**config.mk**
```make
export PLATFORM = sky130hd
export DESIGN_NAME = hazard_ctrl
export DESIGN_NICKNAME = d
export VERILOG_FILES = /design/src/rtl/hz_pkg.sv /design/src/rtl/hz_track.sv /design/src/rtl/hz_dep.sv /design/src/rtl/hz_fwd.sv /design/src/rtl/hazard_ctrl.sv
export SDC_FILE = /design/constraint.sdc
export NUM_CORES = 1
export LEC_CHECK = 0
export BUFFER_PORTS_ARGS = -buffer_cell sky130_fd_sc_hd__buf_2
export CELL_PAD_IN_SITES_DETAIL_PLACEMENT = 0
export CELL_PAD_IN_SITES_GLOBAL_PLACEMENT = 1
export CORE_MARGIN = 5
export CORE_UTILIZATION = 35
export DETAILED_ROUTE_END_ITERATION = 7
export PLACE_DENSITY_LB_ADDON = 0.1
export SLEW_MARGIN = 25
export SYNTH_ARGS = -nofsm -noshare
export SYNTH_HDL_FRONTEND = slang
export SYNTH_HIERARCHICAL = 1
export SYNTH_SLANG_ARGS = --single-unit
```
**constraint.sdc**
```tcl
create_clock -name clk -period 2.4 [get_ports clk]
set_clock_uncertainty 0.2 [all_clocks]
set_input_delay 0.48 -clock clk [delete_from_list [all_inputs] [get_ports clk]]
set_output_delay 0.48 -clock clk [all_outputs]
set_load 0.05 [all_outputs]
```
**src/rtl/hz_pkg.sv**
```systemverilog
package hz_pkg;

  // Source chosen for an ALU operand in the execute stage.
  typedef enum logic [1:0] {
    FWD_RF = 2'd0,   // register file value
    FWD_MA = 2'd1,   // result held by the memory-stage instruction
    FWD_WB = 2'd2    // result held by the write-back instruction
  } fwd_src_e;

  localparam int unsigned NUM_OPERANDS = 2;

endpackage

```
**src/rtl/hz_track.sv**
```systemverilog
// Shadow copy of the execute, memory and write-back slots: only the fields
// the hazard logic needs, advanced one stage per cycle.
module hz_track #(
  parameter int unsigned RAW = 5
) (
  input  logic           clk,
  input  logic           rst_n,
  input  logic           id_valid,
  input  logic [RAW-1:0] id_rd,
  input  logic [RAW-1:0] id_rs1,
  input  logic           id_rs1_en,
  input  logic [RAW-1:0] id_rs2,
  input  logic           id_rs2_en,
  input  logic           id_wen,
  input  logic           id_load,
  input  logic           id_mem,
  input  logic           kill_ex,
  output logic           ex_vld,
  output logic           ex_wen,
  output logic [RAW-1:0] ex_rd,
  output logic           ex_load,
  output logic [RAW-1:0] ex_rs1,
  output logic           ex_rs1_en,
  output logic [RAW-1:0] ex_rs2,
  output logic           ex_rs2_en,
  output logic           ma_vld,
  output logic           ma_wen,
  output logic [RAW-1:0] ma_rd,
  output logic           ma_mem,
  output logic           wb_vld,
  output logic           wb_wen,
  output logic [RAW-1:0] wb_rd
);

  localparam int unsigned NSTG = 3;  // EX, MA, WB

  logic enter_ok;
  assign enter_ok = id_valid & ~kill_ex;

  // Destination bookkeeping repeats for every tracked stage.
  for (genvar k = 0; k < NSTG; k++) begin : g_stg
    logic           vld_r;
    logic           wen_r;
    logic [RAW-1:0] rd_r;
    if (k == 0) begin : g_head
      always_ff @(posedge clk or negedge rst_n) begin
        if (!rst_n) begin
          vld_r <= 1'b0;
          wen_r <= 1'b0;
          rd_r  <= '0;
        end else begin
          vld_r <= enter_ok;
          wen_r <= enter_ok & id_wen;
          rd_r  <= enter_ok ? id_rd : '0;
        end
      end
    end else begin : g_tail
      always_ff @(posedge clk or negedge rst_n) begin
        if (!rst_n) begin
          vld_r <= 1'b0;
          wen_r <= 1'b0;
          rd_r  <= '0;
        end else begin
          vld_r <= g_stg[k-1].vld_r;
          wen_r <= g_stg[k-1].wen_r;
          rd_r  <= g_stg[k-1].rd_r;
        end
      end
    end
  end

  // Execute-only and memory-only extras.
  logic           ex_load_q, ex_mem_q, ma_mem_q;
  logic [RAW-1:0] ex_rs1_q, ex_rs2_q;
  logic           ex_rs1_en_q, ex_rs2_en_q;

  always_ff @(posedge clk or negedge rst_n) begin
    if (!rst_n) begin
      ex_load_q   <= 1'b0;
      ex_mem_q    <= 1'b0;
      ma_mem_q    <= 1'b0;
      ex_rs1_q    <= '0;
      ex_rs2_q    <= '0;
      ex_rs1_en_q <= 1'b0;
      ex_rs2_en_q <= 1'b0;
    end else begin
      ex_load_q   <= enter_ok & id_load;
      ex_mem_q    <= enter_ok & id_mem;
      ma_mem_q    <= ex_mem_q;
      ex_rs1_q    <= enter_ok ? id_rs1 : '0;
      ex_rs2_q    <= enter_ok ? id_rs2 : '0;
      ex_rs1_en_q <= enter_ok & id_rs1_en;
      ex_rs2_en_q <= enter_ok & id_rs2_en;
    end
  end

  assign ex_vld    = g_stg[0].vld_r;
  assign ex_wen    = g_stg[0].wen_r;
  assign ex_rd     = g_stg[0].rd_r;
  assign ma_vld    = g_stg[1].vld_r;
  assign ma_wen    = g_stg[1].wen_r;
  assign ma_rd     = g_stg[1].rd_r;
  assign wb_vld    = g_stg[2].vld_r;
  assign wb_wen    = g_stg[2].wen_r;
  assign wb_rd     = g_stg[2].rd_r;
  assign ex_load   = ex_load_q;
  assign ex_rs1    = ex_rs1_q;
  assign ex_rs2    = ex_rs2_q;
  assign ex_rs1_en = ex_rs1_en_q;
  assign ex_rs2_en = ex_rs2_en_q;
  assign ma_mem    = ma_mem_q;

endmodule

```
**src/rtl/hz_dep.sv**
```systemverilog
// Decode-stage dependence check against the older in-flight instructions.
module hz_dep #(
  parameter int unsigned RAW    = 5,
  parameter bit          FWD_EN = 1'b1
) (
  input  logic           id_valid,
  input  logic [RAW-1:0] id_rs1,
  input  logic           id_rs1_en,
  input  logic [RAW-1:0] id_rs2,
  input  logic           id_rs2_en,
  input  logic           ex_vld,
  input  logic           ex_wen,
  input  logic [RAW-1:0] ex_rd,
  input  logic           ex_load,
  input  logic           ma_vld,
  input  logic           ma_wen,
  input  logic [RAW-1:0] ma_rd,
  input  logic           wb_vld,
  input  logic           wb_wen,
  input  logic [RAW-1:0] wb_rd,
  output logic           load_use,
  output logic           raw_pending,
  output logic           data_stall
);

  // A producer matters only if it really writes a nonzero register that is read.
  function automatic logic writes_src(input logic vld, input logic wen,
                                      input logic [RAW-1:0] rd,
                                      input logic [RAW-1:0] rs, input logic rs_en);
    return vld & wen & rs_en & (rd != '0) & (rd == rs);
  endfunction

  logic hit_ex, hit_ma, hit_wb;

  assign hit_ex = writes_src(ex_vld, ex_wen, ex_rd, id_rs1, id_rs1_en)
                | writes_src(ex_vld, ex_wen, ex_rd, id_rs2, id_rs2_en);
  assign hit_ma = writes_src(ma_vld, ma_wen, ma_rd, id_rs1, id_rs1_en)
                | writes_src(ma_vld, ma_wen, ma_rd, id_rs2, id_rs2_en);
  assign hit_wb = writes_src(wb_vld, wb_wen, wb_rd, id_rs1, id_rs1_en)
                | writes_src(wb_vld, wb_wen, wb_rd, id_rs2, id_rs2_en);

  assign load_use    = hit_ex & ex_load;
  assign raw_pending = hit_ex | hit_ma | hit_wb;

  if (FWD_EN) begin : g_byp
    assign data_stall = id_valid & load_use;
  end else begin : g_nobyp
    assign data_stall = id_valid & raw_pending;
  end

endmodule

```
**src/rtl/hz_fwd.sv**
```systemverilog
// Operand bypass selection for the instruction in the execute stage.
module hz_fwd
  import hz_pkg::*;
#(
  parameter int unsigned RAW    = 5,
  parameter bit          FWD_EN = 1'b1
) (
  input  logic           ex_vld,
  input  logic [RAW-1:0] ex_rs1,
  input  logic           ex_rs1_en,
  input  logic [RAW-1:0] ex_rs2,
  input  logic           ex_rs2_en,
  input  logic           ma_vld,
  input  logic           ma_wen,
  input  logic [RAW-1:0] ma_rd,
  input  logic           wb_vld,
  input  logic           wb_wen,
  input  logic [RAW-1:0] wb_rd,
  output fwd_src_e       sel_a,
  output fwd_src_e       sel_b
);

  function automatic fwd_src_e pick(input logic use_it, input logic [RAW-1:0] rs,
                                    input logic mv, input logic mw, input logic [RAW-1:0] mrd,
                                    input logic wv, input logic ww, input logic [RAW-1:0] wrd);
    fwd_src_e s;
    s = FWD_RF;
    if (use_it && rs != '0) begin
      if (mv && mw && mrd == rs)      s = FWD_MA;  // youngest producer first
      else if (wv && ww && wrd == rs) s = FWD_WB;
    end
    return s;
  endfunction

  logic [RAW-1:0] op_rs [NUM_OPERANDS];
  logic           op_en [NUM_OPERANDS];
  fwd_src_e       op_sel[NUM_OPERANDS];

  assign op_rs[0] = ex_rs1;
  assign op_rs[1] = ex_rs2;
  assign op_en[0] = ex_rs1_en;
  assign op_en[1] = ex_rs2_en;

  for (genvar op = 0; op < NUM_OPERANDS; op++) begin : g_op
    if (FWD_EN) begin : g_on
      assign op_sel[op] = pick(ex_vld & op_en[op], op_rs[op],
                               ma_vld, ma_wen, ma_rd, wb_vld, wb_wen, wb_rd);
    end else begin : g_off
      assign op_sel[op] = FWD_RF;
    end
  end

  assign sel_a = op_sel[0];
  assign sel_b = op_sel[1];

endmodule

```
**src/rtl/hazard_ctrl.sv**
```systemverilog
module hazard_ctrl
  import hz_pkg::*;
#(
  parameter int unsigned REG_AW        = 5,
  parameter int unsigned PC_W          = 32,
  parameter bit          FWD_EN        = 1'b1,
  parameter bit          RESOLVE_IN_ID = 1'b0
) (
  input  logic              clk,
  input  logic              rst_n,
  input  logic              id_valid,
  input  logic [REG_AW-1:0] id_rs1,
  input  logic              id_rs1_en,
  input  logic [REG_AW-1:0] id_rs2,
  input  logic              id_rs2_en,
  input  logic [REG_AW-1:0] id_rd,
  input  logic              id_wen,
  input  logic              id_load,
  input  logic              id_mem,
  input  logic              br_valid,
  input  logic              br_taken,
  input  logic [PC_W-1:0]   br_target,
  output logic              hold_pc,
  output logic              hold_id,
  output logic              bubble_id,
  output logic              bubble_ex,
  output logic [1:0]        fwd_a,
  output logic [1:0]        fwd_b,
  output logic              redirect,
  output logic [PC_W-1:0]   redirect_pc
);

  // Named internal events, also observed by the bound checker.
  logic              ex_vld, ex_wen, ex_load, ex_rs1_en, ex_rs2_en;
  logic [REG_AW-1:0] ex_rd, ex_rs1, ex_rs2;
  logic              ma_vld, ma_wen, ma_mem;
  logic [REG_AW-1:0] ma_rd;
  logic              wb_vld, wb_wen;
  logic [REG_AW-1:0] wb_rd;
  logic              load_use, raw_pending, data_stall;
  logic              struct_hit, taken_now;
  fwd_src_e          sel_a, sel_b;

  hz_track #(.RAW(REG_AW)) u_track (
    .clk       (clk),
    .rst_n     (rst_n),
    .id_valid  (id_valid),
    .id_rd     (id_rd),
    .id_rs1    (id_rs1),
    .id_rs1_en (id_rs1_en),
    .id_rs2    (id_rs2),
    .id_rs2_en (id_rs2_en),
    .id_wen    (id_wen),
    .id_load   (id_load),
    .id_mem    (id_mem),
    .kill_ex   (bubble_ex),
    .ex_vld    (ex_vld),
    .ex_wen    (ex_wen),
    .ex_rd     (ex_rd),
    .ex_load   (ex_load),
    .ex_rs1    (ex_rs1),
    .ex_rs1_en (ex_rs1_en),
    .ex_rs2    (ex_rs2),
    .ex_rs2_en (ex_rs2_en),
    .ma_vld    (ma_vld),
    .ma_wen    (ma_wen),
    .ma_rd     (ma_rd),
    .ma_mem    (ma_mem),
    .wb_vld    (wb_vld),
    .wb_wen    (wb_wen),
    .wb_rd     (wb_rd)
  );

  hz_dep #(.RAW(REG_AW), .FWD_EN(FWD_EN)) u_dep (
    .id_valid    (id_valid),
    .id_rs1      (id_rs1),
    .id_rs1_en   (id_rs1_en),
    .id_rs2      (id_rs2),
    .id_rs2_en   (id_rs2_en),
    .ex_vld      (ex_vld),
    .ex_wen      (ex_wen),
    .ex_rd       (ex_rd),
    .ex_load     (ex_load),
    .ma_vld      (ma_vld),
    .ma_wen      (ma_wen),
    .ma_rd       (ma_rd),
    .wb_vld      (wb_vld),
    .wb_wen      (wb_wen),
    .wb_rd       (wb_rd),
    .load_use    (load_use),
    .raw_pending (raw_pending),
    .data_stall  (data_stall)
  );

  hz_fwd #(.RAW(REG_AW), .FWD_EN(FWD_EN)) u_fwd (
    .ex_vld    (ex_vld),
    .ex_rs1    (ex_rs1),
    .ex_rs1_en (ex_rs1_en),
    .ex_rs2    (ex_rs2),
    .ex_rs2_en (ex_rs2_en),
    .ma_vld    (ma_vld),
    .ma_wen    (ma_wen),
    .ma_rd     (ma_rd),
    .wb_vld    (wb_vld),
    .wb_wen    (wb_wen),
    .wb_rd     (wb_rd),
    .sel_a     (sel_a),
    .sel_b     (sel_b)
  );

  // The memory stage owns the single port; fetch waits.
  assign struct_hit = ma_vld & ma_mem;
  assign taken_now  = br_valid & br_taken;

  // A taken branch outranks every stall.
  assign hold_id   = data_stall & ~taken_now;
  assign hold_pc   = (data_stall | struct_hit) & ~taken_now;
  assign bubble_id = taken_now | (struct_hit & ~data_stall);

  if (RESOLVE_IN_ID) begin : g_res_id
    assign bubble_ex = data_stall & ~taken_now;
  end else begin : g_res_ex
    assign bubble_ex = (data_stall & ~taken_now) | taken_now;
  end

  assign redirect    = taken_now;
  assign redirect_pc = br_target;
  assign fwd_a       = sel_a;
  assign fwd_b       = sel_b;

endmodule

```
==> flow_summary.toml, run 1 <==
[power]
p_sw_share_pct = 25.5
power.internal_w = 0.000972
power.leakage_nw = 1.04
power_density_nw_per_um2 = 591
clock_power_share_pct = 33.8
p_sw_w = 0.000333
irDropWorstVdd_mv = 0.240
p_seq_share_pct = 51.3
combPwrFrac_pct = 14.9

[setup_path]
path_cells = "xnor2_2, nand4_1, o22ai_2, o2111ai_2, nor3_4, a21oi_2, a21oi_4, buf_8"
worstPathArrival_ns = 1.96
crit_path_end_kind = "primary output"
cp.required_ns = 1.72
slowest_delay_ns = 0.45
crit_buf_inv = 1
worst-path-max-fanout = 4
cp_slowest_cell = "dfrtp_2"
path_delay_family = "compound AO/OA/AOI/OAI gates"
crit_type = "reg2out"
crit_path_start_kind = "flip-flop"

[flow_run]
max_cap_violations = 0

[global_route]
use_met2_pct = 21.1
grt.overflow.total = 0
grt_pass1_wl_mm = 6.33
use_met3_pct = 4.45
antenna_found_initial = 0
grt_pass1_vias = 1331
grt_start_max_net_pins = 37
busiest_layer = "met2"
use_met1_pct = 13.9
track_usage_pct = 12.7

[floorplan]
dieWidth_um = 82.5
ios = 98
core_area_um2 = 5110
start_util_pct = 36.0
die_y_um = 82.5
die_area_um2 = 6800
num_rows = 26

[finish]
drive_gt1_share_pct = 43.8
fill_cells = 515
nets = 234
final_cell_area_um2 = 2210
final_cell_mix = "34 x dfrtp_1, 25 x buf_2, 22 x xnor2_1"
area.growth.synth_to_final_pct = 20.1
n_antenna_cell = 0
layout_commonest_cell = "dfrtp_1"
fin_cells = 248

[sta]
slew_violations = 0
hold-worst-slack_ns = 0.0614
finalHoldViolations = 0
setup_tns_ns = -0.970
fin_crit_ns = 2.64
max_freq_mhz = 379
setup_viol = 8
relSlewSlack_pct = 48.7
worst_slew_pin_slew_ns = 0.770
period_share_pct = 110
rsz0062_at_grt = "true"
post-route-worst-setup-slack_ns = -0.236

[clock_network]
cts.clk_slew.worst_paths_ns = 0.07
cts_hold_buf = 0
cts_inserted_buffers = 5
h-tree-depth = 2
clk_latency_ns = 0.29
cts_tree = "done"
cts_sinks = 36
clk_path_buf_depth = 2
clockRootBuffer = "clkbuf_8"

[placement]
port_buffers = 33
placed_cells = 232
placed_area_um2 = 1910
gp_congestion = 0.739
dp_slack_ns = -0.297
hpwl_mm = 2.99

[detailed_routing]
wire_per_inst_um = 15.6
vias = 1150
vias_per_cell = 4.64
drc = 0
ant_nets = 0
wirelength_mm = 3.87
dr.pass1.iters = 4
drt-initial-drc-count = 25

[yosys]
ys.warnings.count = 6
synth_area_um2 = 1840
synthCells = 157
synth_area_per_cell_um2 = 11.7
syn_nets = 214

[status]
violations = "negative setup slack"
status = "finished with violations"

[hold_path]
worstHoldPathType = "in2async"
stage by stage:
step	total power, W	util [%]
after floorplan	0.000920	-
after global placement	0.000844	37.3
after detailed placement	0.000846	37.3
after CTS	0.00132	42.2
after global routing	0.00137	43.2
final	0.00131	43.2
sequential cells by signal, summed over array words and instances (netlist names), 5 cells and up:
register        count
u_track/ma_rd       5
u_track/ex_rd       5
u_track/ex_rs2      5
u_track/ex_rs1      5
u_track/wb_rd       5
worst paths after layout:
| kind | start | to | slack, ns | depth (start not counted) |
|---|---|---|---|---|
| worst max-delay path | u_track/ex_rd[1] | hold_pc | -0.24 | 8 |
| worst min-delay path | rst_n | u_track/ex_rd[0] | 0.06 | 1 |
| worst max register to register | u_track/ex_rd[1] | u_track/ex_rs1[2] | 0.16 | 9 |
| worst min register to register | u_track/ex_mem_q | u_track/ma_mem | 0.15 | 0 |
| max in group asynchronous | rst_n | u_track/ex_rd[1] | 1.40 | 1 |
| min in group clk | u_track/ex_mem_q | u_track/ma_mem | 0.15 | 0 |
timing repair:
action                     CTS  global route
setup buffers                7             2
gates resized for setup     26            10
setup endpoints to repair    8             8
pin swaps                    9             2
power groups by stage:
stage / clock, W / combinational, W / sequential (W)
floorplan: 0 / 0.000246 / 0.000674
global placement: 0 / 0.000161 / 0.000682
detailed placement: 0 / 0.000163 / 0.000683
CTS: 0.000458 / 0.000188 / 0.000670
global route: 0.000485 / 0.000213 / 0.000674
finish: 0.000441 / 0.000195 / 0.000670
final cells by class:
type | instances | area (µm²) | share of cell area, %
clock buffer | 7 | 86.3 | 3.91
timing repair buffer | 49 | 350 | 15.9
multi-input combinational | 82 | 762 | 34.5
tap | 70 | 87.6 | 3.97
sequential | 36 | 903 | 40.9
inverter | 3 | 11.3 | 0.510
clock inverter | 1 | 7.51 | 0.340
layer usage:
layer  part of all wire, %  vias to the layer above
met5                     0                        -
met4                   3.5                        0
met3                   9.3                       24
met2                    49                       62
met1                    38                      525
li1                      -                      539
Note: power is estimated with default switching activity, not from simulation.
==> run 2, diff against run 1 <==
--- a/config.mk
+++ b/config.mk
@@ -12,6 +12,7 @@
 export CORE_UTILIZATION = 35
 export DETAILED_ROUTE_END_ITERATION = 7
 export PLACE_DENSITY_LB_ADDON = 0.1
+export REMOVE_ABC_BUFFERS = 1
 export SLEW_MARGIN = 25
 export SYNTH_ARGS = -nofsm -noshare
 export SYNTH_HDL_FRONTEND = slang
==> run 2 against run 1 <==
The run still ends with negative setup slack left. Hold slack better by 0.0063 ns. Fmax down 0.68%. Count of clock-buffer cells in the layout down 1. Sequential power about the same. Cell count down 2.0%. Sequential share of layout area up 1.3 points. Final area down 2.7%. Power up 4.6%. Combinational power down 6%. Via count up 0.52%.
==> flow_summary.toml, run 2 (synthesized netlist as in run 1, its figures left out) <==
[status]
status = "finished with violations"
violations = "negative setup slack"

[setup_path]
crit_buf_inv = 1
r2r_start = "u_track/ex_rd[1]"
crit_path_end_kind = "primary output"
slowest_delay_ns = 0.46
path_delay_family = "compound AO/OA/AOI/OAI gates"
r2r_setup_slack_ns = 0.17
cp_slowest_cell = "dfrtp_2"
path_cells = "xnor2_2, nand4_1, o22ai_2, o2111ai_4, nor3_4, a21oi_1, a21oi_1, buf_4"
worst-path-max-fanout = 4
crit_path_start_kind = "flip-flop"
r2r_cells = 8
r2r_end = "u_track/ex_rs1[3]"
cp.required_ns = 1.72
critPathMostFrequentCell = "a21oi_1"
worstPathArrival_ns = 1.97
crit_type = "reg2out"

[sta]
relSlewSlack_pct = 48.8
period_share_pct = 111
max_freq_mhz = 377
setup_viol = 6
post-route-worst-setup-slack_ns = -0.254
finalHoldViolations = 0
fin_crit_ns = 2.65
worst_slew_pin_slew_ns = 0.768
slew_violations = 0
hold-worst-slack_ns = 0.0677
rsz0062_at_grt = "true"

[power]
p_sw_share_pct = 23.7
irDropWorstVdd_mv = 0.323
power.internal_w = 0.00104
p_seq_share_pct = 49.3
power.leakage_nw = 1.03
combPwrFrac_pct = 13.5
clock_power_share_pct = 37.3
power_density_nw_per_um2 = 636
p_sw_w = 0.000324
power_w = 0.00137

[finish]
final_cell_mix = "32 x dfrtp_1, 26 x buf_2, 20 x and3b_1"
area.growth.synth_to_final_pct = 16.8
n_antenna_cell = 0
multiInputGateArea_um2 = 756
fill_cells = 506
final_cell_area_um2 = 2150
drive_gt1_share_pct = 42.2
layout_commonest_cell = "dfrtp_1"
nets = 229
seq_area_um2 = 906

[global_route]
grt.overflow.total = 0
track_usage_pct = 16.0
grt_start_max_net_pins = 37
grt_pass1_wl_mm = 7.63
antenna_found_initial = 0
grt_pass1_vias = 1380

[hold_path]
worstHoldPathType = "in2async"

[floorplan]
core_area_um2 = 5110
ios = 98
start_util_pct = 36.0
die_y_um = 82.5
die_area_um2 = 6800
dieWidth_um = 82.5
num_rows = 26

[detailed_routing]
dr.pass1.iters = 3
vias = 1156
drc = 0
vias_per_cell = 4.76
wire_per_inst_um = 19.8
drt-initial-drc-count = 31
wirelength_mm = 4.81
ant_nets = 0

[clock_network]
clk_latency_ns = 0.28
cts_sinks = 36
clockRootBuffer = "clkbuf_8"
cts_hold_buf = 0
h-tree-depth = 2
cts_inserted_buffers = 5
cts.clk_slew.worst_paths_ns = 0.07
cts_tree = "done"
clk_path_buf_depth = 2

[placement]
placed_area_um2 = 1860
gp_congestion = 0.763
port_buffers = 33
hpwl_mm = 3.72

[flow_run]
max_cap_violations = 0
run 2: metrics by stage:
step	std cells	worst slack (ns)	util (%)	setup TNS [ns]
after floorplan	121	-0.567	-	-4.26
after global placement	229	-0.323	36.4	-3.13
after detailed placement	229	-0.357	36.4	-4.39
after CTS	243	-0.319	40.6	-1.24
after global routing	243	-0.370	42.1	-1.56
final	243	-0.254	42.1	-0.925
run 2: worst max-delay path by stage:
stage	from	to	slack, ns	cells after the start
6_report	u_track/ex_rd[1]	hold_pc	-0.25	8
5_1_grt	u_track/ex_rd[1]	hold_pc	-0.37	8
4_1_cts	u_track/ex_rd[2]	hold_pc	-0.32	8
3_5_place_dp	id_rs2[1]	bubble_ex	-0.36	8
3_3_place_gp	id_rs2[1]	hold_pc	-0.32	9
2_1_floorplan	u_track/ex_rd[1]	bubble_id	-0.57	4
run 2: what timing repair did:
| item | CTS | global route |
|---|---|---|
| resized for setup | 18 | 13 |
| pin swaps | 19 | 11 |
| setup buffers | 6 | 0 |
| endpoints found under the setup margin | 27 | 28 |
run 2: power groups by stage:
stage | Sequential, W | Clock [W] | Combinational (W)
after floorplan | 0.000674 | 0 | 0.0000926
after global placement | 0.000683 | 0 | 0.000154
after detailed placement | 0.000684 | 0 | 0.000157
after CTS | 0.000671 | 0.000526 | 0.000175
after global routing | 0.000677 | 0.000549 | 0.000203
final | 0.000673 | 0.000509 | 0.000184
run 2: per-layer routing:
metal	share of wire (%)	global-route usage, %
met4	1.4	4.25
met2	41	21.3
met3	14	11.9
met5	1.8	12.5
met1	41	19.2
run 2: worst reg2reg max path: stages (launching register included):
cell and delay [ns]:
dfrtp_2 0.46, xnor2_2 0.17, nand4_1 0.15, o22ai_2 0.16, o2111ai_4 0.16, nor3_4 0.18
nand2b_1 0.19, buf_4 0.24, and3b_1 0.21
run 2: area by class of cell:
| class | count | area share, % |
|---|---|---|
| clock buffers | 6 | 3.38 |
| clock inverters | 2 | 1.63 |
| inverters | 3 | 0.524 |
| multi-input cells | 82 | 35.2 |
| flip-flops and latches | 36 | 42.2 |
| well taps | 70 | 4.08 |
| repair buffers | 44 | 13.0 |
==> run 3, diff against run 2 <==
--- a/config.mk
+++ b/config.mk
@@ -8,8 +8,8 @@
 export BUFFER_PORTS_ARGS = -buffer_cell sky130_fd_sc_hd__buf_2
 export CELL_PAD_IN_SITES_DETAIL_PLACEMENT = 0
 export CELL_PAD_IN_SITES_GLOBAL_PLACEMENT = 1
-export CORE_MARGIN = 5
 export CORE_UTILIZATION = 35
+export CTS_BUF_LIST = sky130_fd_sc_hd__clkbuf_16
 export DETAILED_ROUTE_END_ITERATION = 7
 export PLACE_DENSITY_LB_ADDON = 0.1
 export REMOVE_ABC_BUFFERS = 1
==> run 3 against run 2 <==
The run still ends with negative setup slack left. Largest cell class unchanged. Critical endpoint is now bubble_id. Critical path depth is 2 lower. Count of clock-buffer cells in the layout is 1 lower. Hold slack better by 0.0028 ns. First-iteration DRC count is 26% lower. Routed wire length is 7.9% lower.
==> flow_summary.toml, run 3 (synthesized netlist as in run 1, its figures left out) <==
[setup_path]
path_cells = "or4_4, o2111ai_4, nor3_4, buf_4, o21ai_2, buf_6"
slowest_delay_ns = 0.56
path_delay_family = "simple AND/OR/NAND/NOR gates"
crit_start = "u_track/ex_rd[4]"
crit_path_start_kind = "flip-flop"
cp.required_ns = 1.72
cp_slowest_cell = "or4_4"
r2r_cells = 8
r2r_setup_slack_ns = 0.12
crit_path_end_kind = "primary output"
crit_type = "reg2out"
cp.depth = 6
worst-path-max-fanout = 4
r2r_end = "u_track/ex_rs1[4]"
worstPathArrival_ns = 2.00
r2r_start = "u_track/ex_rd[1]"
crit_buf_inv = 2
crit_end = "bubble_id"

[global_route]
grt_start_max_net_pins = 37
grt_pass1_vias = 1199
antenna_found_initial = 0
grt_pass1_wl_mm = 6.62
grt.overflow.total = 0
track_usage_pct = 17.6

[status]
status = "finished with violations"
violations = "negative setup slack"

[finish]
drive_gt1_share_pct = 40.2
area.growth.synth_to_final_pct = 19.5
final_cell_mix = "34 x dfrtp_1, 25 x buf_2, 25 x xnor2_1"
n_antenna_cell = 0
nets = 230
seq_area_um2 = 903
fill_cells = 517
multiInputGateArea_um2 = 729
layout_commonest_cell = "dfrtp_1"
final_cell_area_um2 = 2200

[hold_path]
worstHoldPathType = "in2async"

[detailed_routing]
drt-initial-drc-count = 23
ant_nets = 0
vias = 1156
dr.pass1.iters = 6
drc = 0
wire_per_inst_um = 18.1
wirelength_mm = 4.42
vias_per_cell = 4.74

[sta]
worst_slew_pin_slew_ns = 0.744
relSlewSlack_pct = 50.4
slew_violations = 0
setup_viol = 6
finalHoldViolations = 0
fin_crit_ns = 2.68
period_share_pct = 112
hold-worst-slack_ns = 0.0705
post-route-worst-setup-slack_ns = -0.280
rsz0062_at_grt = "true"
max_freq_mhz = 373

[power]
irDropWorstVdd_mv = 0.352
power.leakage_nw = 1.04
power_density_nw_per_um2 = 708

[placement]
gp_congestion = 0.720
dp_slack_ns = -0.280
placed_area_um2 = 1860
hpwl_mm = 3.35
port_buffers = 33

[clock_network]
cts_sinks = 36
cts_hold_buf = 0
clockRootBuffer = "clkbuf_16"
cts_tree = "done"
clk_latency_ns = 0.27
clk_path_buf_depth = 2
h-tree-depth = 2
cts.clk_slew.worst_paths_ns = 0.05
cts_inserted_buffers = 5

[floorplan]
core_area_um2 = 5070
die_area_um2 = 5550
dieWidth_um = 74.5
die_y_um = 74.5
num_rows = 26
ios = 98
start_util_pct = 36.2

[flow_run]
max_cap_violations = 0
==> run 3: cell count changes in the layout (fill, tap and decap cells not counted), moves of 2 or more <==
cell / change
clkbuf_8: -5
xnor2_1: +6
dfrtp_2: -2
dfrtp_1: +2
clkbuf_16: +5
a21oi_2: +2
xnor2_2: -6
a21oi_1: -2
==> run 3: how the worst min path moves through the flow <==
stage                           startpoint              end  cells past startpoint
after floorplan                      rst_n  u_track/ex_load                      0
after global placement    u_track/ex_mem_q   u_track/ma_mem                      0
after detailed placement  u_track/ex_mem_q   u_track/ma_mem                      0
after CTS                            rst_n   u_track/ma_mem                      1
after global routing                 rst_n   u_track/wb_vld                      1
final                                rst_n   u_track/wb_vld                      1
==> run 3: area by class of cell <==
class	count	area share (%)
flip-flops and latches	36	41.1
multi-input cells	82	33.2
well taps	70	3.99
repair buffers	45	13.7
clock inverters	3	1.77
inverters	3	0.513
clock buffers	5	5.69
==> run 3: what timing repair did <==
| action | 4_1_cts | 5_1_grt |
|---|---|---|
| resized for setup | 22 | 11 |
| setup endpoints to repair | 7 | 8 |
| pin swaps | 9 | 8 |
| setup buffers | 5 | 2 |
==> run 3: routing by layer <==
layer  part of all wire [%]  GRT usage, %
met3                     15          14.8
met1                     43          22.1
met2                     41          21.9
met4                    1.3          5.66
met5                      0             0
==> run 3: power breakdown <==
group | internal, W | switching, W | total (W)
sequential | 0.000640 | 0.0000316 | 0.000671
combinational | 0.0000919 | 0.0000869 | 0.000179
clock | 0.000483 | 0.000223 | 0.000706
==> run 3: per-stage QoR <==
stage,util (%),total power (W),setup TNS [ns],cells
6_report,43.3,0.00156,-1.06,244
5_1_grt,43.3,0.00163,-1.78,244
4_1_cts,42.1,0.00157,-0.957,242
3_5_place_dp,36.7,0.000838,-1.65,230
3_3_place_gp,36.7,0.000837,-1.96,230
2_1_floorplan,-,0.000767,-4.26,121
